--- src/rtl/stby_pkg.sv ---
package stby_pkg;
    typedef enum logic [2:0] {
        ST_RUN, ST_HALT, ST_STOP, ST_STAB, ST_HENT, ST_HOLD
    } stby_st_e;

    localparam logic [1:0] SEL_MODE = 2'd0;
    localparam logic [1:0] SEL_CODE = 2'd1;
    localparam logic [1:0] SEL_PERI = 2'd2;

    localparam int B_SLEEP = 0;
    localparam int B_IDLE  = 1;
    localparam int B_FLOAT = 2;
    localparam int B_OSCOFF = 3;
    localparam int B_WAIT  = 4;
    localparam int B_HOLDEN = 5;

    typedef struct packed {
        stby_st_e   st;
        logic       idle_arm;
        logic       flt;
        logic       oscoff;
        logic [1:0] wsel;
        logic       hold_en;
    } stby_reg_s;
endpackage

--- src/rtl/stby_unlock.sv ---
module stby_unlock (
    input  logic       clk,
    input  logic       rst_n,
    input  logic       clr,
    input  logic       wr,
    input  logic [3:0] nib,
    output logic       ready
);
    typedef enum logic [1:0] {U_IDLE, U_HALF, U_OPEN} unl_e;
    unl_e u_q, u_d;

    always_comb begin
        u_d = u_q;
        if (clr) begin
            u_d = U_IDLE;
        end else if (wr) begin
            if (u_q == U_HALF && nib == 4'hA) u_d = U_OPEN;
            else if (u_q != U_HALF && nib == 4'h5) u_d = U_HALF;
            else u_d = U_IDLE;
        end
    end

    always_ff @(posedge clk or negedge rst_n) begin
        if (!rst_n) u_q <= U_IDLE;
        else        u_q <= u_d;
    end

    assign ready = (u_q == U_OPEN);

    a_r4_open_after_second_code: assert property (@(posedge clk) disable iff (!rst_n)
        $rose(ready) |-> $past(wr && nib == 4'hA));
endmodule

--- src/rtl/stby_stab_timer.sv ---
module stby_stab_timer #(
    parameter int OST_BASE_LOG = 10
) (
    input  logic       clk,
    input  logic       rst_n,
    input  logic       clr,
    input  logic       start,
    input  logic [1:0] wsel,
    output logic       done
);
    localparam int CW = OST_BASE_LOG + 7;

    typedef struct packed {
        logic          act;
        logic [CW-1:0] cnt;
    } tmr_s;
    tmr_s t_q, t_d;

    always_comb begin
        t_d = t_q;
        if (clr) begin
            t_d = '0;
        end else if (start) begin
            t_d.act = 1'b1;
            t_d.cnt = (CW'(1) << (OST_BASE_LOG + 2 * int'(wsel))) - CW'(1);
        end else if (t_q.act) begin
            if (t_q.cnt == '0) t_d.act = 1'b0;
            else               t_d.cnt = t_q.cnt - CW'(1);
        end
    end

    always_ff @(posedge clk or negedge rst_n) begin
        if (!rst_n) t_q <= '0;
        else        t_q <= t_d;
    end

    assign done = t_q.act && (t_q.cnt == '0);

    a_r8_count_descends: assert property (@(posedge clk) disable iff (!rst_n)
        ($past(t_q.act) && t_q.act && !$past(start) && !$past(clr)) |-> (t_q.cnt == $past(t_q.cnt) - CW'(1)));
endmodule

--- src/rtl/stby_ctrl.sv ---
module stby_ctrl #(
    parameter int IRQ_W        = 8,
    parameter int OST_BASE_LOG = 10
) (
    input  logic             clk,
    input  logic             rst_n,
    input  logic             wdt_ovf,
    input  logic [IRQ_W-1:0] irq,
    input  logic             instr_end,
    input  logic             wr_en,
    input  logic [1:0]       wr_sel,
    input  logic [7:0]       wr_data,
    input  logic             hold_in,
    output logic             cpu_clk_en,
    output logic             per_clk_en,
    output logic             osc_en,
    output logic             out_float,
    output logic             hold_ack
);
    import stby_pkg::*;

    stby_reg_s r_q, r_d;
    logic unl_ok, unl_clr, stab_start, stab_done, any_irq, sleep_go;

    assign any_irq = |irq;

    stby_unlock i_unlock (
        .clk   (clk),
        .rst_n (rst_n),
        .clr   (unl_clr),
        .wr    (wr_en && wr_sel == SEL_CODE && r_q.st == ST_RUN),
        .nib   (wr_data[3:0]),
        .ready (unl_ok)
    );

    stby_stab_timer #(.OST_BASE_LOG(OST_BASE_LOG)) i_timer (
        .clk   (clk),
        .rst_n (rst_n),
        .clr   (wdt_ovf),
        .start (stab_start),
        .wsel  (r_q.wsel),
        .done  (stab_done)
    );

    always_comb begin
        r_d        = r_q;
        unl_clr    = 1'b0;
        stab_start = 1'b0;
        sleep_go   = 1'b0;
        if (wr_en && r_q.st == ST_RUN) begin
            if (wr_sel == SEL_MODE) begin
                r_d.flt    = wr_data[B_FLOAT];
                r_d.oscoff = wr_data[B_OSCOFF];
                r_d.wsel   = wr_data[B_WAIT +: 2];
                if (wr_data[B_IDLE]) r_d.idle_arm = 1'b1;
                sleep_go = wr_data[B_SLEEP] && unl_ok;
            end else if (wr_sel == SEL_PERI) begin
                r_d.hold_en = wr_data[B_HOLDEN];
            end
        end
        unique case (r_q.st)
            ST_RUN: begin
                if (sleep_go) begin
                    r_d.st       = ST_STOP;
                    r_d.idle_arm = 1'b0;
                    unl_clr      = 1'b1;
                end else if (r_q.idle_arm && instr_end) begin
                    r_d.st = ST_HALT;
                end else if (hold_in && r_q.hold_en) begin
                    r_d.st = ST_HENT;
                end
            end
            ST_HALT: begin
                if (any_irq) begin
                    r_d.st       = ST_RUN;
                    r_d.idle_arm = 1'b0;
                end
            end
            ST_STOP: begin
                if (any_irq) begin
                    r_d.idle_arm = 1'b0;
                    unl_clr      = 1'b1;
                    if (r_q.oscoff) begin
                        r_d.st     = ST_STAB;
                        stab_start = 1'b1;
                    end else begin
                        r_d.st = ST_RUN;
                    end
                end
            end
            ST_STAB: if (stab_done) r_d.st = ST_RUN;
            ST_HENT: r_d.st = hold_in ? ST_HOLD : ST_RUN;
            ST_HOLD: if (!hold_in) r_d.st = ST_RUN;
            default: r_d.st = ST_RUN;
        endcase
        if (wdt_ovf) begin
            r_d        = '0;
            r_d.st     = ST_RUN;
            unl_clr    = 1'b1;
            stab_start = 1'b0;
        end
    end

    always_ff @(posedge clk or negedge rst_n) begin
        if (!rst_n) begin
            r_q    <= '0;
            r_q.st <= ST_RUN;
        end else begin
            r_q <= r_d;
        end
    end

    assign cpu_clk_en = (r_q.st == ST_RUN);
    assign per_clk_en = !(r_q.st == ST_STOP || r_q.st == ST_STAB);
    assign osc_en     = !(r_q.st == ST_STOP && r_q.oscoff);
    assign out_float  = (r_q.st == ST_STOP) && r_q.flt;
    assign hold_ack   = (r_q.st == ST_HOLD);

    a_r5_sleep_needs_unlock: assert property (@(posedge clk) disable iff (!rst_n)
        $rose(r_q.st == ST_STOP) |-> $past(unl_ok));
    a_r8_wait_runs_out: assert property (@(posedge clk) disable iff (!rst_n)
        ($past(r_q.st == ST_STAB) && r_q.st == ST_RUN && !$past(wdt_ovf)) |-> $past(stab_done));
    a_r11_ack_after_gate: assert property (@(posedge clk) disable iff (!rst_n)
        $rose(hold_ack) |-> $past(!cpu_clk_en));
    a_r6_float_while_asleep: assert property (@(posedge clk) disable iff (!rst_n)
        out_float |-> (!per_clk_en && !cpu_clk_en));
    a_r6_osc_off_while_asleep: assert property (@(posedge clk) disable iff (!rst_n)
        !osc_en |-> !per_clk_en);
    a_r12_ack_exit_restores_cpu: assert property (@(posedge clk) disable iff (!rst_n)
        ($fell(hold_ack) && !$past(wdt_ovf)) |-> cpu_clk_en);
endmodule

--- config.mk ---
export PLATFORM = sky130hd
export DESIGN_NAME = stby_ctrl
export DESIGN_NICKNAME = d
export VERILOG_FILES = /design/src/rtl/stby_pkg.sv /design/src/rtl/stby_unlock.sv /design/src/rtl/stby_stab_timer.sv /design/src/rtl/stby_ctrl.sv
export SDC_FILE = /design/constraint.sdc
export NUM_CORES = 1
export LEC_CHECK = 0
export ABC_AREA = 1
export BUFFER_PORTS_ARGS = -buffer_cell sky130_fd_sc_hd__buf_2
export CORE_ASPECT_RATIO = 1.75
export CORE_MARGIN = 1
export CORE_UTILIZATION = 60
export CTS_CLUSTER_SIZE = 16
export DETAILED_ROUTE_END_ITERATION = 7
export PLACE_DENSITY_LB_ADDON = 0.1
export SLEW_MARGIN = 20
export SYNTH_ARGS = -nofsm -noshare
export SYNTH_HDL_FRONTEND = slang
export SYNTH_SLANG_ARGS = --single-unit
export TNS_END_PERCENT = 5
--- constraint.sdc ---
create_clock -name clk -period 2.6 [get_ports clk]
set_input_delay 0.78 -clock clk [delete_from_list [all_inputs] [get_ports clk]]
set_output_delay 0.78 -clock clk [all_outputs]
set_load 0.05 [all_outputs]
======== Word level (Yosys, flattened, before mapping) ========
Cells that the tools add are included.
storage, ports and cells
  bits in registers ....................... 29
  input port bits ......................... 24
  output and inout bits ................... 5
  logic and storage cells ................. 96
cells by class
  add/subtract/negate cells ............... 3
  eq/ne operators ......................... 19
  shift operators ......................... 1
  multiplexer cells ....................... 37
  reductions and logical operators ........ 27
operators with widths
  cell                                                                    count
  18-bit 2-to-1 mux                                                       3
  1-bit by 32-bit left shift with 17-bit output (first input constant)    1
  3-bit 2-to-1 mux                                                        6
  3-bit one-hot mux with 6 select lines                                   1
  17-bit zero test                                                        1
  17-bit 2-to-1 mux                                                       1
  17-bit by 1-bit subtractor with 17-bit output (second input constant)   1
  17-bit by 2-bit subtractor with 17-bit output (second input constant)   1
  1-bit 2-to-1 mux                                                        15
  1-bit logical AND                                                       11
  9-bit 2-to-1 mux                                                        1
  3-bit != test (second input constant)                                   3
  2-bit 2-to-1 mux                                                        4
  4-bit 2-to-1 mux                                                        2
  2-bit nonzero test                                                      4
  8-bit OR reduction                                                      1
  3-bit by 2-bit equality test with 1-bit output (second input constant)  2
  3-bit equality test (second input constant)                             2
  6-bit 2-to-1 mux                                                        1
  3-bit by 2-bit != test with 1-bit output (second input constant)        2
  4-bit by 3-bit adder with 5-bit output (first input constant)           1
  5-bit 2-to-1 mux                                                        1
  5-bit by 2-bit != test with 1-bit output (second input constant)        1
  5-bit AND reduction                                                     1
  16 further kinds                                                        20

======== Longest topological paths before layout ========
Gate-level depths: netlist of the first run.
  depth after elaboration ................. 8
  gate-level depth with buffers ........... 11
  gate-level depth less buffers ........... 10

======== Modules after synthesis ========
A second synthesis of the first run with hierarchy kept.
second synthesis, totals
  cell total of the unflattened synthesis .. 314
  area, all modules ....................... 2,048.2 um^2
by module, submodules not included
  module           times used  cells each  area each (um^2)
  stby_stab_timer  1           190         1,246.2
  stby_ctrl        1           95          648.1
  stby_unlock      1           29          153.9

======== Least setup slack after synthesis of the first run ========
OpenSTA, ideal clock, no wires.
  path type ............................... reg2out
  start point ............................. register r_q[6] (netlist name)
  end point ............................... output out_float
  data arrival time ....................... 1.250 ns
  path slack .............................. 0.570 ns
  cell stages (with the launch flop) ...... 4
  path buffers ............................ 0
  cell sequence ........................... dfrtp_1 -> clkinv_2 -> nand3_4 -> nor2_1
on the way
  cells in the longest elaborated chain, start to end .. 2
ends and longest elaborated chain
  item                                            RTL line          text
  start, declared                                 stby_ctrl.sv:22   stby_reg_s r_q, r_d;
  start signal, assigned                          stby_ctrl.sv:109  r_q <= r_d;
  3-bit by 2-bit equality test with 1-bit output  stby_ctrl.sv:116  assign out_float = (r_q.st == ST_STOP) && r_q.flt;
  1-bit logical AND                               stby_ctrl.sv:116
  end, declared                                   stby_ctrl.sv:17   output logic out_float,
Every way passes these cells.

======== Worst setup path after layout of the first run ========
  start point ............................. register r_q[7] (netlist name)
  end point ............................... output cpu_clk_en
on the way
  cells in the longest elaborated chain, start to end .. 1
ends and longest elaborated chain
  item             RTL line          text
  3-bit zero test  stby_ctrl.sv:113  assign cpu_clk_en = (r_q.st == ST_RUN);
  end, declared    stby_ctrl.sv:14   output logic cpu_clk_en,
Every way passes these cells.

==> results of run 1 <==
per-stage QoR:
stage                     total power, mW  setup slack, ns  area (um2)  hold slack [ns]
after floorplan                     0.564            0.570        2020            0.442
after global placement              0.613            0.424        2170            0.458
after detailed placement            0.613            0.389        2170            0.464
after CTS                            1.02            0.365        2270            0.480
after global routing                 1.06            0.261        2270            0.536
final                                1.02            0.369        2270            0.481
layer usage:
layer | track usage (%) | part of all wire [%] | wire length (um)
met1 | 30.8 | 37 | 1710
met2 | 55.0 | 56 | 2560
met3 | 4.37 | 4.0 | 181
met4 | 11.8 | 2.7 | 123
met5 | 0 | 0 | 0
layout by cell type (no fill, tap or decap):
cell and count:
nand2_1 91, clkinv_2 4, buf_2 26, a21oi_4 1, nor3_1 3, nand3_1 32, o211ai_1 1, a211oi_1 1
dfrtp_1 29, nor2_1 31, nor2_2 6, a21oi_1 11, nor4_1 1, inv_1 27, nand4_4 1, inv_2 3
nand3_2 2, clkbuf_8 7, nor2_8 2, nand2_4 2, buf_4 1, a22oi_1 1, ha_1 1, or2_2 3
nand3_4 2, o2111a_1 1, nand2_2 2, xor2_1 1, o21ai_0 19, o21bai_1 1, nand4_1 4, o31ai_1 2
nor2_4 1
synth_stat cells, types with 3 or more instances:
library cell and number:
or2_2 3, nand3_1 32, nand4_1 4, o21ai_0 19
a21oi_1 11, nor2_1 31, inv_2 3, nor3_1 3
dfrtp_1 29, nand2_1 91, inv_1 27, nor2_2 6
clkinv_2 3
final cells by class:
class                   count  share of cell area [%]
clock buffers               7                    4.24
clock inverters             1                   0.220
inverters                  33                    5.61
multi-input cells         223                    49.6
flip-flops and latches     29                    31.9
well taps                  43                    2.37
repair buffers             27                    6.05
power by group through the flow:
| stage | Clock (mW) | Combinational (mW) | Sequential (mW) |
|---|---|---|---|
| 3_5_place_dp | 0 | 0.135 | 0.479 |
| 3_3_place_gp | 0 | 0.134 | 0.479 |
| 5_1_grt | 0.436 | 0.152 | 0.472 |
| 6_report | 0.412 | 0.134 | 0.471 |
| 4_1_cts | 0.419 | 0.135 | 0.471 |
| 2_1_floorplan | 0 | 0.0869 | 0.477 |
critical path: stages (launching register included):
cell and delay [ns]:
dfrtp_1 0.48, nor2_2 0.16, nand2_1 0.13, inv_1 0.12
buf_2 0.27
how the worst min path moves through the flow:
stage                              end  slack (ns)  cells past startpoint
finish              r_q[4]$_DFFE_PN0P_        0.48                      2
global route        r_q[4]$_DFFE_PN0P_        0.54                      2
CTS                 r_q[4]$_DFFE_PN0P_        0.48                      2
detailed placement  r_q[4]$_DFFE_PN0P_        0.46                      2
global placement    r_q[4]$_DFFE_PN0P_        0.46                      2
floorplan           r_q[4]$_DFFE_PN0P_        0.44                      2
flip-flops by register name, indices dropped and copies added (netlist names):
register and cells:
i_timer.t_q 18, i_unlock.u_q 2, r_q 9
logic make-up (layout without fill, tap and decap cells):
family	Yosys count	after routing	synth area share, %
adders and majority gates	1	1	0.621
xor gates and xnor gates	1	1	0.435
and+or+nand+nor	183	183	43.8
DFF	29	29	36.0
AOI/OAI and AO/OA	38	38	11.0
buffers and inverters	38	68	8.07
==> impl_metrics.py, run 1 <==
metrics = {
    "sta": {
        "tightest_slew_ns": 0.667,
        "fmax_mhz": 448,
        "relSlewSlack_pct": 55.6,
        "period_share_pct": 85.8,
        "final_hold_viol_count": 0,
        "period_minus_slack_ns": 2.23,
        "skew_ns": 0.00607,
        "fin_setup_tns_ns": 0,
        "slew_violations": 0,
        "rsz0062_at_grt": "no",
        "setup_violations": 0,
    },
    "floorplan": {
        "fp.coreArea_um2": 3180,
        "die_w_um": 45.8,
        "io_pins": 29,
        "fp.dieH_um": 78.7,
        "start_util_pct": 63.5,
        "rows": 27,
        "die-area_um2": 3600,
    },
    "setup_path": {
        "arrival_ns": 1.45,
        "rr_worst_depth": 10,
        "crit_path_max_fanout": 8,
        "reg2reg_to": "i_timer.t_q[13]$_DFFE_PN0P_",
        "worstReg2RegStart": "i_timer.t_q[0]$_DFFE_PN0P_",
        "critPathKind": "flip-flop to output pin",
        "cp-start-kind": "flip-flop",
        "startpoint": "r_q[7]$_DFFE_PN0P_",
        "crit_path_end_kind": "output pin",
        "required_ns": 1.82,
        "crit_path_end": "cpu_clk_en",
        "r2r_slack_ns": 0.78,
    },
    "synthesis": {
        "synthTopCellsByArea": "dfrtp_1 (36%), nand2_1 (17%), nand3_1 (7.9%)",
        "syn_area_per_cell_um2": 6.95,
        "synth_cells": 290,
        "yosys.area.top_type_share_pct": 36.0,
        "async_reset_ff_share_pct": 100,
        "synth_top_cell_by_area": "dfrtp_1",
        "synth_edf_count": 0,
        "ys_warn_count": 0,
        "ys_seq_area_share_pct": 36.0,
        "syn-num-nets": 315,
        "syn_area_um2": 2020,
        "synth-main-ff-cell": "dfrtp_1",
        "synth-seq-cells": 29,
        "synthDistinctLibCells": 33,
    },
    "pwr": {
        "power_density_nw_per_um2": 448,
        "swShare_pct": 27.2,
        "pwr-share-comb_pct": 13.2,
        "ir_drop_mv": 0.371,
        "p_switching_mw": 0.277,
        "p_seq_share_pct": 46.3,
        "leakagePower_nw": 1.27,
        "power_frac_clock_pct": 40.5,
        "p_int_mw": 0.741,
    },
    "cts": {
        "htree_levels": 2,
        "cts_hold_buf": 0,
        "path_clk_slew_ns": 0.06,
        "cts.repair.resized": 0,
        "clk-insertion-delay-late_ns": 0.28,
        "cts_root_buffer": "clkbuf_8",
        "cts.sinks": 29,
        "cts_buffer_depth": 2,
        "cts_tree": "built",
        "cts_buffers": 5,
        "cts_setup_buffers": 0,
    },
    "detailed_routing": {
        "vias": 1934,
        "drc": 0,
        "drt_iter0_markers": 62,
        "routed_wirelength_mm": 4.57,
        "drt_first_pass_iters": 4,
        "wl_per_cell_um": 12.6,
        "viasPerCell": 5.33,
        "postRouteAntennaNets": 0,
    },
    "cells_and_area": {
        "multi_input_area_um2": 1130,
        "areaGrowthSynthToFinish_pct": 12.8,
        "diodes": 0,
        "final_core_util_pct": 71.6,
        "final-seq-area_um2": 726,
        "fin_nets": 344,
        "layout-drive-gt1-share_pct": 19.7,
        "stdcell_count": 363,
        "fill_cells": 302,
    },
    "run_status": {
        "run_status": "finished clean",
    },
    "job": {
        "drv_cap": 0,
    },
    "hold_path": {
        "min_from": "r_q[4]$_DFFE_PN0P_",
        "hold_class": "flip-flop to flip-flop",
    },
    "global_routing": {
        "grt_pass1_wl_mm": 7.77,
        "track_usage_pct": 29.6,
        "grt_start_max_net_pins": 30,
        "gr-total-overflow": 0,
        "grt_antenna_before_repair": 0,
        "grt_pass1_vias": 1866,
    },
    "placed_design": {
        "dp_cells": 355,
        "dp_hpwl_mm": 3.44,
        "gp_congestion": 0.886,
        "portBuffers": 26,
    },
}
(Power assumes the default switching activity.)
==> inputs of run 2 (changes only) <==
--- a/config.mk
+++ b/config.mk
@@ -10,5 +10,5 @@
 export CORE_ASPECT_RATIO = 1.75
 export CORE_MARGIN = 1
-export CORE_UTILIZATION = 60
+export CORE_UTILIZATION = 57
 export CTS_CLUSTER_SIZE = 16
 export DETAILED_ROUTE_END_ITERATION = 7
==> constraint.sdc (replaced) <==
create_clock -name clk -period 2.2 [get_ports clk]
set_input_delay 0.33 -clock clk [delete_from_list [all_inputs] [get_ports clk]]
set_output_delay 0.33 -clock clk [all_outputs]
set_load 0.05 [all_outputs]
==> impl_metrics.py, run 2 (synthesis results as in run 1) <==
metrics = {
    "hold_path": {
        "hold_class": "primary input to async pin",
    },
    "sta": {
        "fmax_mhz": 564,
        "tightest_slew_ns": 0.659,
        "period_share_pct": 80.6,
        "setup_violations": 0,
        "rsz0062_at_grt": "no",
        "fin_setup_tns_ns": 0,
        "relSlewSlack_pct": 56.1,
        "fin_hold_ws_ns": 0.0736,
        "period_minus_slack_ns": 1.77,
        "final_hold_viol_count": 0,
        "slew_violations": 0,
        "skew_ns": 0.00853,
        "fin_ws_ns": 0.426,
    },
    "cts": {
        "htree_levels": 2,
        "cts_buffers": 5,
        "cts_buffer_depth": 2,
        "cts_hold_buf": 0,
        "cts_tree": "built",
        "cts_setup_buffers": 0,
        "cts_root_buffer": "clkbuf_8",
        "cts.repair.resized": 0,
        "clk-insertion-delay-late_ns": 0.28,
        "cts.sinks": 29,
        "path_clk_slew_ns": 0.06,
    },
    "global_routing": {
        "grt_pass1_vias": 1889,
        "grt_antenna_before_repair": 0,
        "grt_start_max_net_pins": 30,
        "track_usage_pct": 28.9,
        "gr-total-overflow": 0,
        "grt_pass1_wl_mm": 8.00,
    },
    "setup_path": {
        "cp-start-kind": "flip-flop",
        "critPathKind": "flip-flop to output pin",
        "r2r_slack_ns": 0.44,
        "worstReg2RegStart": "i_timer.t_q[0]$_DFFE_PN0P_",
        "arrival_ns": 1.44,
        "crit_path_end_kind": "output pin",
        "crit_path_max_fanout": 8,
        "required_ns": 1.87,
        "reg2reg_to": "i_timer.t_q[12]$_DFFE_PN0P_",
        "rr_worst_depth": 9,
    },
    "pwr": {
        "p_int_mw": 0.875,
        "power_density_nw_per_um2": 529,
        "power_frac_clock_pct": 40.7,
        "p_seq_share_pct": 46.0,
        "pwr-share-comb_pct": 13.3,
        "p_switching_mw": 0.333,
        "ir_drop_mv": 0.424,
        "swShare_pct": 27.6,
        "leakagePower_nw": 1.27,
    },
    "cells_and_area": {
        "fill_cells": 324,
        "final_cell_mix": "nand2_1 (91), nand3_1 (32), nor2_1 (31)",
        "stdcell_count": 366,
        "layout-drive-gt1-share_pct": 19.9,
        "largest-register": "i_timer.t_q",
        "final_common_cell": "nand2_1",
        "largest_reg_flops": 18,
        "diodes": 0,
        "areaGrowthSynthToFinish_pct": 13.3,
        "fin_nets": 345,
        "top_regs": "i_timer.t_q (18), r_q (9), i_unlock.u_q (2)",
    },
    "detailed_routing": {
        "postRouteAntennaNets": 0,
        "wl_per_cell_um": 12.7,
        "drc": 0,
        "drt_iter0_markers": 82,
        "drt_first_pass_iters": 4,
        "routed_wirelength_mm": 4.64,
        "viasPerCell": 5.35,
        "vias": 1957,
    },
    "floorplan": {
        "die_w_um": 47.0,
        "fp.coreArea_um2": 3360,
        "fp.dieH_um": 80.7,
        "die-area_um2": 3790,
        "io_pins": 29,
        "rows": 28,
        "start_util_pct": 59.9,
    },
    "placed_design": {
        "gp_congestion": 0.908,
        "pre_cts_slack_ns": 0.437,
        "dp_cells": 358,
        "portBuffers": 26,
        "dp_hpwl_mm": 3.51,
    },
    "run_status": {
        "run_status": "finished clean",
    },
    "job": {
        "drv_cap": 0,
    },
}
run 2: cell count changes in the layout (fill, tap and decap cells not counted):
cell	before	now
buf_4	1	2
run 2: final cells by class:
| type | instances | area (um2) | area share [%] |
|---|---|---|---|
| sequential | 29 | 726 | 31.8 |
| clock inverter | 1 | 5.00 | 0.219 |
| tap | 45 | 56.3 | 2.47 |
| multi-input combinational | 223 | 1130 | 49.4 |
| timing repair buffer | 28 | 145 | 6.36 |
| inverter | 33 | 128 | 5.59 |
| clock buffer | 7 | 96.3 | 4.22 |
run 2: worst max path at each step:
stage,slack [ns],startpoint,endpoint
after floorplan,0.62,r_q[6]$_DFFE_PN0P_,out_float
after global placement,0.47,i_timer.t_q[0]$_DFFE_PN0P_,i_timer.t_q[14]$_DFFE_PN0P_
after detailed placement,0.44,i_timer.t_q[0]$_DFFE_PN0P_,i_timer.t_q[15]$_DFFE_PN0P_
after CTS,0.41,r_q[7]$_DFFE_PN0P_,cpu_clk_en
after global routing,0.25,i_timer.t_q[0]$_DFFE_PN0P_,i_timer.t_q[4]$_DFFE_PN0P_
final,0.43,r_q[7]$_DFFE_PN0P_,cpu_clk_en
run 2: through the flow:
| step | total power [mW] | cell area (um2) | util [%] |
|---|---|---|---|
| floorplan | 0.666 | 2020 | - |
| global placement | 0.725 | 2180 | 64.9 |
| detailed placement | 0.728 | 2180 | 64.9 |
| CTS | 1.22 | 2280 | 67.9 |
| global route | 1.26 | 2280 | 67.9 |
| finish | 1.21 | 2280 | 67.9 |
run 2: routing by layer:
layer	GRT usage, %	routed length [um]	up-vias
met5	0	0	-
met4	11.7	78	0
met3	4.27	148	6
met2	51.9	2680	44
met1	31.8	1740	909
li1	-	-	998
run 2: power groups by stage:
stage | sequential (mW) | clock (mW) | combinational, mW
2_1_floorplan | 0.563 | 0 | 0.103
3_3_place_gp | 0.566 | 0 | 0.160
3_5_place_dp | 0.566 | 0 | 0.162
4_1_cts | 0.556 | 0.499 | 0.163
5_1_grt | 0.557 | 0.520 | 0.184
6_report | 0.556 | 0.491 | 0.160
run 2: critical path, stage by stage (launching register included):
cell and delay, ns:
dfrtp_1 0.48, nor2_2 0.17, nand2_1 0.12, inv_1 0.12, buf_2 0.27
==> inputs of run 3 (changes only) <==
ABC_AREA = 0   (was 1)
CORE_UTILIZATION = 51   (was 57)
clock period = 1.5 ns   (was 2.2 ns; I/O delays follow)
==> impl_metrics.py, run 3 <==
metrics = {
    "cts": {
        "cts_root_buffer": "clkbuf_8",
        "cts.sinks": 29,
        "path_clk_slew_ns": 0.07,
        "cts_buffers": 5,
        "clk-insertion-delay-late_ns": 0.29,
        "cts_tree": "built",
        "htree_levels": 2,
        "cts_buffer_depth": 2,
    },
    "cells_and_area": {
        "top_regs": "i_timer.t_q (18), r_q (9), i_unlock.u_q (2)",
        "diodes": 0,
        "final_cell_mix": "buf_4 (58), dfrtp_1 (27), buf_2 (22)",
        "layout-drive-gt1-share_pct": 46.9,
        "final_common_cell": "buf_4",
        "largest-register": "i_timer.t_q",
        "fill_cells": 244,
        "largest_reg_flops": 18,
        "areaGrowthSynthToFinish_pct": 49.7,
        "final-seq-area_um2": 728,
        "fin_nets": 312,
        "multi_input_area_um2": 1160,
    },
    "global_routing": {
        "grt_use_met2_pct": 63.2,
        "grtUsageMet1_pct": 34.0,
        "gr-total-overflow": 0,
        "grt_antenna_before_repair": 0,
        "grt-busiest-layer": "met2",
        "grt_pass1_vias": 2128,
        "met3_usage_pct": 7.78,
        "grt_pass1_wl_mm": 9.54,
        "track_usage_pct": 35.7,
        "grt_start_max_net_pins": 30,
    },
    "sta": {
        "fmax_mhz": 512,
        "period_share_pct": 130,
        "period_minus_slack_ns": 1.95,
        "rsz0062_at_grt": "yes",
        "setup_violations": 27,
        "fin_ws_ns": -0.451,
        "relSlewSlack_pct": 56.2,
        "slew_violations": 0,
        "final_hold_viol_count": 0,
        "skew_ns": 0.00416,
        "fin_hold_ws_ns": 0.183,
        "tightest_slew_ns": 0.657,
    },
    "setup_path": {
        "startpoint": "i_timer.t_q[0]$_DFFE_PN0P_",
        "arrival_ns": 2.14,
        "crit_path_end_kind": "flip-flop",
        "required_ns": 1.69,
        "worstReg2RegStart": "i_timer.t_q[0]$_DFFE_PN0P_",
        "cp-start-kind": "flip-flop",
        "reg2reg_to": "i_timer.t_q[14]$_DFFE_PN0P_",
        "r2r_slack_ns": -0.45,
        "critPathKind": "flip-flop to flip-flop",
        "crit_path_end": "i_timer.t_q[14]$_DFFE_PN0P_",
        "rr_worst_depth": 8,
        "crit_path_max_fanout": 4,
    },
    "synthesis": {
        "synth-main-ff-cell": "dfrtp_1",
        "synth_top_family_by_area": "simple AND/OR/NAND/NOR gates",
        "async_reset_ff_share_pct": 100,
        "syn_area_um2": 1830,
        "synthTopCellsByCount": "dfrtp_1 (29), a21oi_1 (16), nand2_1 (15), nor2_1 (15)",
        "synth_edf_count": 0,
        "yosys.area_share.simple_pct": 26.4,
        "yosysMostFrequentCell": "dfrtp_1",
        "synthDistinctLibCells": 52,
        "synth_xor_area_share_pct": 5.76,
        "syn_area_per_cell_um2": 9.17,
        "yosys.area.top_type_share_pct": 39.8,
        "syn-num-nets": 224,
        "synthAdderAreaFrac_pct": 0.685,
        "synth-seq-cells": 29,
        "synth_compound_area_share_pct": 21.6,
        "ys_warn_count": 0,
        "ys_seq_area_share_pct": 39.8,
        "synthTopCellsByArea": "dfrtp_1 (40%), a21oi_1 (4.4%), xor2_1 (3.8%)",
        "synth_top_cell_by_area": "dfrtp_1",
        "synthMuxAreaShare_pct": 2.19,
        "synth_cells": 199,
    },
    "placed_design": {
        "pre_cts_slack_ns": -0.443,
        "dp_hpwl_mm": 4.12,
        "gp_congestion": 0.921,
        "portBuffers": 26,
    },
    "floorplan": {
        "die_w_um": 47.2,
        "fp.dieH_um": 81.1,
        "die-area_um2": 3830,
        "rows": 28,
        "fp.coreArea_um2": 3400,
        "start_util_pct": 53.7,
        "io_pins": 29,
    },
    "hold_path": {
        "hold_class": "primary input to flip-flop",
        "min_from": "wr_data[4]",
    },
    "detailed_routing": {
        "drt_iter0_markers": 55,
        "drt_first_pass_iters": 4,
        "viasPerCell": 6.03,
        "wl_per_cell_um": 18.2,
        "postRouteAntennaNets": 0,
        "vias": 2008,
        "drc": 0,
        "routed_wirelength_mm": 6.07,
    },
    "job": {
        "drv_cap": 0,
    },
    "run_status": {
        "run_status": "finished with violations",
        "failed_checks": "negative setup slack",
    },
    "pwr": {
        "power_density_nw_per_um2": 741,
        "ir_drop_mv": 0.672,
        "leakagePower_nw": 1.23,
    },
}
-- run 3: cell count changes after synthesis, sizes merged, moves of 5 or more --
| cell | delta |
|---|---|
| nor2 | -24 |
| a211oi | +6 |
| o211ai | +6 |
| o21ai | -12 |
| clkbuf | +5 |
| nand2 | -80 |
| xor2 | +7 |
| o2111ai | +5 |
| a21oi | +5 |
| inv | -22 |
| nor4 | +6 |
| nand3 | -31 |
-- run 3: worst min-delay path by stage --
stage | slack (ns) | cells after the start | end
floorplan | -0.07 | 0 | i_timer.t_q[0]$_DFFE_PN0P_
global placement | 0.28 | 1 | i_timer.t_q[6]$_DFFE_PN0P_
detailed placement | 0.29 | 1 | i_timer.t_q[17]$_DFF_PN0_
CTS | 0.18 | 3 | r_q[1]$_DFFE_PN0P_
global route | 0.20 | 3 | r_q[1]$_DFFE_PN0P_
finish | 0.18 | 3 | r_q[1]$_DFFE_PN0P_
-- run 3: what timing repair did --
| action | in CTS | in global routing |
|---|---|---|
| gates cloned | 1 | 0 |
| buffers inserted | 2 | 1 |
| pin swaps | 16 | 5 |
| gates resized for setup | 28 | 5 |
| hold endpoints to repair | 29 | 0 |
| hold buffers | 1 | 0 |
| endpoints found under the setup margin | 30 | 33 |
-- run 3: power by group --
part | switching [mW] | leakage (nW) | total [mW] | internal [mW]
clock network | 0.328 | 0.0439 | 0.647 | 0.319
registers | 0.0343 | 0.400 | 0.843 | 0.808
logic | 0.279 | 0.791 | 0.534 | 0.256
total | 0.641 | 1.23 | 2.02 | 1.38
-- run 3: kinds of logic after synthesis --
family / after synthesis
flops: 29
xor+xnor: 12
compound gates: 56
fa+ha+maj: 1
mux: 4
simple gates: 80
buf+inv: 17
-- run 3: final cells by class --
type | count | share of cell area (%)
inverters | 8 | 1.10
repair buffers | 89 | 24.4
clock inverters | 3 | 0.641
multi-input cells | 154 | 42.6
well taps | 45 | 2.06
clock buffers | 5 | 2.52
flip-flops and latches | 29 | 26.6
-- run 3: worst max-delay path, stage by stage, from the launching register on --
cell,delay (ns)
dfrtp_1,0.43
inv_2,0.10
ha_4,0.14
nor3b_2,0.24
buf_4,0.19
and3_1,0.18
nand4_1,0.15
xor2_1,0.19
a211oi_1,0.23
-- run 3: metrics by stage --
step,utilization [%],power (mW),TNS [ns],std cells,cell area [um2]
finish,80.4,2.02,-7.85,333,2730
global route,80.4,2.11,-10.21,333,2730
CTS,79.6,2.03,-7.70,332,2700
detailed placement,73.1,1.33,-7.86,320,2480
global placement,73.1,1.31,-6.80,320,2480
floorplan,-,1.09,-5.99,199,1870
-- run 3: routing by layer --
layer	vias to the layer above	wire length [um]
li1	926	-
met1	967	2090
met2	81	3450
met3	34	186
met4	0	340
met5	-	0
